===== src/rtl/rfand_pkg.sv =====
// Package: shared phase encoding, opcode pattern and status bit positions
// for the banked-file AND execution unit.
package rfand_pkg;

    // Execution phases. IDLE sits between instructions; Q1..Q4 are the
    // decode, read, combine and write quarters of one instruction.
    typedef enum logic [2:0] {
        PH_IDLE = 3'd0,
        PH_Q1   = 3'd1,
        PH_Q2   = 3'd2,
        PH_Q3   = 3'd3,
        PH_Q4   = 3'd4
    } phase_t;

    // Upper six bits of the instruction word that select this operation.
    localparam logic [5:0] OPC_AND_FILE = 6'b000101;

    // Status register layout.
    localparam int STAT_W = 5;
    localparam int FLG_C  = 0;
    localparam int FLG_DC = 1;
    localparam int FLG_Z  = 2;
    localparam int FLG_OV = 3;
    localparam int FLG_N  = 4;

endpackage


===== src/rtl/rfand_decode.sv =====
// Module: rfand_decode
// Splits an instruction word into its fields and forms the effective file
// address. Assumes the opcode lives in the bits above the two mode bits
// and the file offset. Purely combinational.
module rfand_decode #(
    parameter int INSTR_W = 16,
    parameter int FADDR_W = 8,
    parameter int BSR_W   = 4
) (
    input  logic [INSTR_W-1:0]       word,
    input  logic [BSR_W-1:0]         bank_sel,
    output logic                     opc_hit,
    output logic                     dest_file,
    output logic                     use_bank_reg,
    output logic [BSR_W+FADDR_W-1:0] eff_addr
);
    import rfand_pkg::*;

    localparam int OPC_LO = FADDR_W + 2;
    localparam int OPC_W  = INSTR_W - OPC_LO;

    logic [FADDR_W-1:0] offset;
    logic [BSR_W-1:0]   bank;

    // Field extraction.
    always_comb begin
        offset       = word[FADDR_W-1:0];
        use_bank_reg = word[FADDR_W];
        dest_file    = word[FADDR_W+1];
        opc_hit      = (word[INSTR_W-1:OPC_LO] == OPC_AND_FILE[OPC_W-1:0]);
    end

    // Bank choice: the split window copies the offset's top bit into every
    // bank bit, giving bank 0 for the low half and the top bank for the rest.
    always_comb begin
        if (use_bank_reg) bank = bank_sel;
        else              bank = {BSR_W{offset[FADDR_W-1]}};
        eff_addr = {bank, offset};
    end

endmodule


===== src/rtl/rfand_seq.sv =====
// Module: rfand_seq
// Four-quarter phase sequencer. Leaves IDLE on an accept pulse, then steps
// through Q1..Q4 once and returns to IDLE. Assumes the caller raises accept
// only while the phase is IDLE.
module rfand_seq (
    input  logic              clk,
    input  logic              rst_n,
    input  logic              accept,
    output rfand_pkg::phase_t phase
);
    import rfand_pkg::*;

    phase_t phase_nx;

    // Next-phase selection.
    always_comb begin
        unique case (phase)
            PH_IDLE: phase_nx = accept ? PH_Q1 : PH_IDLE;
            PH_Q1:   phase_nx = PH_Q2;
            PH_Q2:   phase_nx = PH_Q3;
            PH_Q3:   phase_nx = PH_Q4;
            PH_Q4:   phase_nx = PH_IDLE;
            default: phase_nx = PH_IDLE;
        endcase
    end

    // Phase register.
    always_ff @(posedge clk) begin
        if (!rst_n) phase <= PH_IDLE;
        else        phase <= phase_nx;
    end

endmodule


===== src/rtl/rfand_alu.sv =====
// Module: rfand_alu
// Bitwise AND of two operands, with zero and sign indications for the
// result. Purely combinational.
module rfand_alu #(
    parameter int DATA_W = 8
) (
    input  logic [DATA_W-1:0] opa,
    input  logic [DATA_W-1:0] opb,
    output logic [DATA_W-1:0] res,
    output logic              is_zero,
    output logic              is_neg
);

    // Combine operands and derive flags.
    always_comb begin
        res     = opa & opb;
        is_zero = (res == '0);
        is_neg  = res[DATA_W-1];
    end

endmodule


===== src/rtl/rfand_exec.sv =====
// Module: rfand_exec (top)
// Executes the AND of the working register with a banked file byte over four
// quarter phases: Q1 decodes the latched word and fixes the address, Q2
// reads the file, Q3 combines, Q4 writes the file or the working register
// and updates the zero and negative status bits. Assumes the external file
// answers a read within the Q2 cycle and that preloads arrive only while idle.
module rfand_exec #(
    parameter int INSTR_W = 16,
    parameter int DATA_W  = 8,
    parameter int FADDR_W = 8,
    parameter int BSR_W   = 4
) (
    input  logic                      clk,
    input  logic                      rst_n,
    input  logic                      issue,
    input  logic [INSTR_W-1:0]        instr,
    input  logic [BSR_W-1:0]          bank_sel,
    input  logic                      w_load,
    input  logic [DATA_W-1:0]         w_load_val,
    input  logic                      st_load,
    input  logic [4:0]                st_load_val,
    output logic                      rd_en,
    output logic [BSR_W+FADDR_W-1:0]  rd_addr,
    input  logic [DATA_W-1:0]         rd_data,
    output logic                      wr_en,
    output logic [BSR_W+FADDR_W-1:0]  wr_addr,
    output logic [DATA_W-1:0]         wr_data,
    output logic [DATA_W-1:0]         w_out,
    output logic [4:0]                status_out,
    output logic                      busy,
    output logic                      done
);
    import rfand_pkg::*;

    localparam int EA_W = BSR_W + FADDR_W;

    phase_t              phase;
    logic [INSTR_W-1:0]  ir_q;
    logic [EA_W-1:0]     ea_q;
    logic                dest_q;
    logic [DATA_W-1:0]   opnd_q;
    logic [DATA_W-1:0]   res_q;
    logic                zero_q;
    logic                neg_q;
    logic [DATA_W-1:0]   w_q;
    logic [STAT_W-1:0]   stat_q;

    logic                in_hit;
    logic                in_dest_unused;
    logic                in_bank_unused;
    logic [EA_W-1:0]     in_ea_unused;
    logic                ir_hit_unused;
    logic                ir_dest;
    logic                ir_bank_unused;
    logic [EA_W-1:0]     ir_ea;
    logic [DATA_W-1:0]   alu_res;
    logic                alu_zero;
    logic                alu_neg;
    logic                idle;
    logic                accept;

    // Opcode check on the offered word.
    rfand_decode #(.INSTR_W(INSTR_W), .FADDR_W(FADDR_W), .BSR_W(BSR_W)) u_dec_in (
        .word         (instr),
        .bank_sel     (bank_sel),
        .opc_hit      (in_hit),
        .dest_file    (in_dest_unused),
        .use_bank_reg (in_bank_unused),
        .eff_addr     (in_ea_unused)
    );

    // Field decode of the latched word during Q1.
    rfand_decode #(.INSTR_W(INSTR_W), .FADDR_W(FADDR_W), .BSR_W(BSR_W)) u_dec_ir (
        .word         (ir_q),
        .bank_sel     (bank_sel),
        .opc_hit      (ir_hit_unused),
        .dest_file    (ir_dest),
        .use_bank_reg (ir_bank_unused),
        .eff_addr     (ir_ea)
    );

    rfand_seq u_seq (
        .clk    (clk),
        .rst_n  (rst_n),
        .accept (accept),
        .phase  (phase)
    );

    rfand_alu #(.DATA_W(DATA_W)) u_alu (
        .opa     (w_q),
        .opb     (opnd_q),
        .res     (alu_res),
        .is_zero (alu_zero),
        .is_neg  (alu_neg)
    );

    // Acceptance only from idle with a matching opcode.
    always_comb begin
        idle   = (phase == PH_IDLE);
        accept = idle && issue && in_hit;
    end

    // Instruction latch on accept.
    always_ff @(posedge clk) begin
        if (!rst_n)      ir_q <= '0;
        else if (accept) ir_q <= instr;
    end

    // Q1: fix the effective address and destination.
    always_ff @(posedge clk) begin
        if (!rst_n) begin
            ea_q   <= '0;
            dest_q <= 1'b0;
        end else if (phase == PH_Q1) begin
            ea_q   <= ir_ea;
            dest_q <= ir_dest;
        end
    end

    // Q2: capture the file operand.
    always_ff @(posedge clk) begin
        if (!rst_n)               opnd_q <= '0;
        else if (phase == PH_Q2)  opnd_q <= rd_data;
    end

    // Q3: capture result and flags.
    always_ff @(posedge clk) begin
        if (!rst_n) begin
            res_q  <= '0;
            zero_q <= 1'b0;
            neg_q  <= 1'b0;
        end else if (phase == PH_Q3) begin
            res_q  <= alu_res;
            zero_q <= alu_zero;
            neg_q  <= alu_neg;
        end
    end

    // Working register: idle preload or Q4 write-back.
    always_ff @(posedge clk) begin
        if (!rst_n)                         w_q <= '0;
        else if (idle && w_load)            w_q <= w_load_val;
        else if (phase == PH_Q4 && !dest_q) w_q <= res_q;
    end

    // Status register: idle preload or Q4 zero/negative update.
    always_ff @(posedge clk) begin
        if (!rst_n) begin
            stat_q <= '0;
        end else if (idle && st_load) begin
            stat_q <= st_load_val;
        end else if (phase == PH_Q4) begin
            stat_q[FLG_Z] <= zero_q;
            stat_q[FLG_N] <= neg_q;
        end
    end

    // Port drive.
    always_comb begin
        busy       = !idle;
        done       = (phase == PH_Q4);
        rd_en      = (phase == PH_Q2);
        rd_addr    = ea_q;
        wr_en      = (phase == PH_Q4) && dest_q;
        wr_addr    = ea_q;
        wr_data    = res_q;
        w_out      = w_q;
        status_out = stat_q;
    end

endmodule


===== config.mk =====
export PLATFORM = sky130hd
export DESIGN_NAME = rfand_exec
export DESIGN_NICKNAME = d
export VERILOG_FILES = /design/src/rtl/rfand_pkg.sv /design/src/rtl/rfand_decode.sv /design/src/rtl/rfand_seq.sv /design/src/rtl/rfand_alu.sv /design/src/rtl/rfand_exec.sv
export SDC_FILE = /design/constraint.sdc
export NUM_CORES = 1
export LEC_CHECK = 0
export BUFFER_PORTS_ARGS = -buffer_cell sky130_fd_sc_hd__buf_2
export CAP_MARGIN = 20
export CORE_MARGIN = 1
export CORE_UTILIZATION = 45
export CTS_CLUSTER_SIZE = 40
export DETAILED_ROUTE_END_ITERATION = 16
export GPL_TIMING_DRIVEN = 0
export PLACE_DENSITY = 0.71
export SKIP_CTS_REPAIR_TIMING = 1
export SYNTH_ARGS = -nofsm -noshare
export SYNTH_HDL_FRONTEND = slang
export SYNTH_SLANG_ARGS = --single-unit

===== constraint.sdc =====
create_clock -name clk -period 3.25 [get_ports clk]
set_input_delay 0.1625 -clock clk [delete_from_list [all_inputs] [get_ports clk]]
set_output_delay 0.1625 -clock clk [all_outputs]
set_load 0.02 [all_outputs]

==> results.json <==
{
  "status": "completed",
  "worst_pin_slew_ns": 0.4902,
  "grt_use_met3_pct": 3.614,
  "drt-pass1-iter-count": 4,
  "synth_area_um2": 2414,
  "yosys_register_bits": 56,
  "yosys.area_share.simple_pct": 21.82,
  "gr-max-usage-layer": "met2",
  "ir_drop_uv": 240.5,
  "fin_skew_ns": 0.003384,
  "antenna_cells": 0,
  "place_area_um2": 2967,
  "antenna_found_initial": 0,
  "rsz0062_at_grt": "false",
  "cts_buffer_depth": 2,
  "htreeDepth": 2,
  "synth_top_family_by_area": "simple AND/OR/NAND/NOR gates",
  "syn_avg_cell_area_um2": 9.177,
  "critPathRequiredTime_ns": 3.09,
  "core_area_um2": 5140,
  "power_density_nw_per_um2": 387.9,
  "cts_root_buf": "clkbuf_8",
  "synth_nets": 309,
  "core.rowCount": 26,
  "cts_tree": "yes",
  "die-height_um": 75.24,
  "finalInstanceArea_um2": 3044,
  "final_antenna_net_count": 0,
  "synth.lib_cells_used.distinct": 30,
  "syn_inst": 263,
  "grt_pass1_vias": 1764,
  "drv_slew": 0,
  "path_clk_slew_ns": 0.09,
  "die_area_um2": 5660,
  "path_max_fanout": 10,
  "synth_compound_area_share_pct": 15.45,
  "finalCritPeriodShare_pct": 52.13,
  "leakagePower_uw": 0.001453,
  "io_buffers": 93,
  "gr-usage-met2_pct": 30.03,
  "intPower_uw": 898.4,
  "crit_arrival_ns": 1.53,
  "final-hold-violation-count": 0,
  "holdCritPathClass": "input pin to register",
  "start_util_pct": 46.96,
  "synth_edf_count": 0,
  "setup.worst_path.class": "register to output port",
  "clock_latency_ns": 0.30,
  "worst_slack_ns": 1.556,
  "fp.dieW_um": 75.24,
  "layout-drive-gt1-share_pct": 34.16,
  "multi_input_area_um2": 1109,
  "initialDrtViolationCount": 55,
  "power_frac_comb_pct": 9.6,
  "wl_per_cell_um": 12.61,
  "synthArstFlopShare_pct": 0,
  "power.clock.fraction_pct": 30.3,
  "max_freq_mhz": 590.2,
  "grt_use_total_pct": 19.41,
  "numCtsBuffers": 5,
  "finish.utilization_pct": 59.23,
  "ys.flop_type": "dfxtp_1",
  "layout.nets": 409,
  "routabilityCongestion": 0.8204,
  "grtUsageMet1_pct": 26.77,
  "maxCapViolCount": 0,
  "wirelength_um": 5461,
  "synthAdderAreaFrac_pct": 0,
  "synth_xor_area_share_pct": 0.3629,
  "drc": 0,
  "dp_slack_ns": 1.703,
  "flow.area_growth_from_synthesis_pct": 26.13,
  "regArea_um2": 1121,
  "setup_viol": 0,
  "endpoint_kind": "output port",
  "via_count": 2129,
  "cp-start-kind": "register",
  "pin_count": 95,
  "via_per_inst": 4.917,
  "p_sw_uw": 282.6,
  "tns_ns": 0,
  "swShare_pct": 23.93,
  "seq_power_share_pct": 60.1,
  "dp_hpwl_um": 3980,
  "grt_pass1_wl_um": 8162,
  "grt_max_degree": 16,
  "period_minus_slack_ns": 1.694,
  "ys_seq_area_share_pct": 46.45,
  "timing.hold.ws_ns": 0.1105,
  "maxSlewHeadroom_pct": 67.32,
  "grt.overflow.total": 0,
  "clkSinkCount": 56,
  "yosysWarnings": 0,
  "fill_cells": 509,
  "synth.mux.area_fraction_pct": 8.294
}
## layout by cell type, fill, tap and decap left out
master and count:
buf_2 96, dfxtp_1 56, nand2_1 48, mux2i_1 20
nor2b_1 19, buf_4 18, a21boi_0 18, nand3_1 12
clkbuf_1 8, a21oi_1 8, o21ai_0 7, a31oi_1 6
and2_1 5, nand2b_1 5, a22oi_1 5, clkbuf_8 5
o21ai_1 4, o211a_1 4, nor2_1 3, nor3b_1 2
inv_1 2, a21boi_1 2, nor3_4 1, nor3b_4 1
and3b_1 1, nand3b_1 1, a211oi_2 1, and2b_1 1
xnor2_1 1, nor4bb_1 1, nand3_2 1, clkinv_2 1
## cell type report
class	count	area share, %
flip-flops and latches	56	36.83
multi-input cells	177	36.42
repair buffers	93	15.29
plain buffers	28	5.795
well taps	70	2.877
clock buffers	6	2.384
inverters	2	0.2466
clock inverters	1	0.1644
## stage by stage
stage / cells / total power [uW]
after floorplan: 263 / 785.0
after global placement: 426 / 837.5
after detailed placement: 426 / 838.9
after CTS: 433 / 1188
after global routing: 433 / 1229
final: 433 / 1181
## final timing paths
check	cells past startpoint	slack, ns	endpoint	from
setup reg to reg	5	1.65	w_out[3]	u_seq.phase[2]
hold / removal	3	0.11	w_out[2]	w_load_val[2]
setup / recovery	4	1.56	rd_en	u_seq.phase[1]
hold reg to reg	2	0.47	status_out[1]	status_out[1]
## cells by family (layout without fill, tap and decap cells)
family / Yosys count / in the layout
AO/OA/AOI/OAI: 55 / 55
XOR/XNOR: 1 / 1
buffers and inverters: 30 / 130
flip-flops: 56 / 56
multiplexers: 20 / 20
AND/OR/NAND/NOR: 101 / 101
## synth_stat cells, drive strengths merged (6+ instances only)
library cell  count  area [um^2]
a21boi           20        150.1
nand3            13        70.07
a21oi             8        40.04
mux2i            20        200.2
dfxtp            56         1121
clkbuf            7        26.28
nor2b            19        118.9
nand2            48        180.2
a31oi             6        37.54
o21ai            11        55.05
buf              21        150.1
## critical path: stages, from the launching register on
cell,delay [ns]
dfxtp_1,0.32
buf_4,0.17
nor3b_1,0.18
buf_2,0.32
buf_2,0.23
## power by group through the flow
stage	registers (uW)	clock network [uW]	logic (uW)
global route	712	393	125
floorplan	738	0	46.6
CTS	709	364	114
detailed placement	725	0	114
finish	710	358	114
global placement	725	0	112
## state kept, by name, indices dropped and copies added (netlist names)
name         flops
rd_addr         12
ir_q            10
opnd_q           8
w_out            8
wr_data          8
status_out       5
u_seq.phase      3
dest_q           1
zero_q           1
## per-layer routing
metal	vias to the layer above	part of all wire, %
met5	-	0
met4	0	1.2
met3	9	6.6
met2	79	46
met1	965	47
li1	1076	-
No activity file was read; power rests on OpenSTA's default activity.
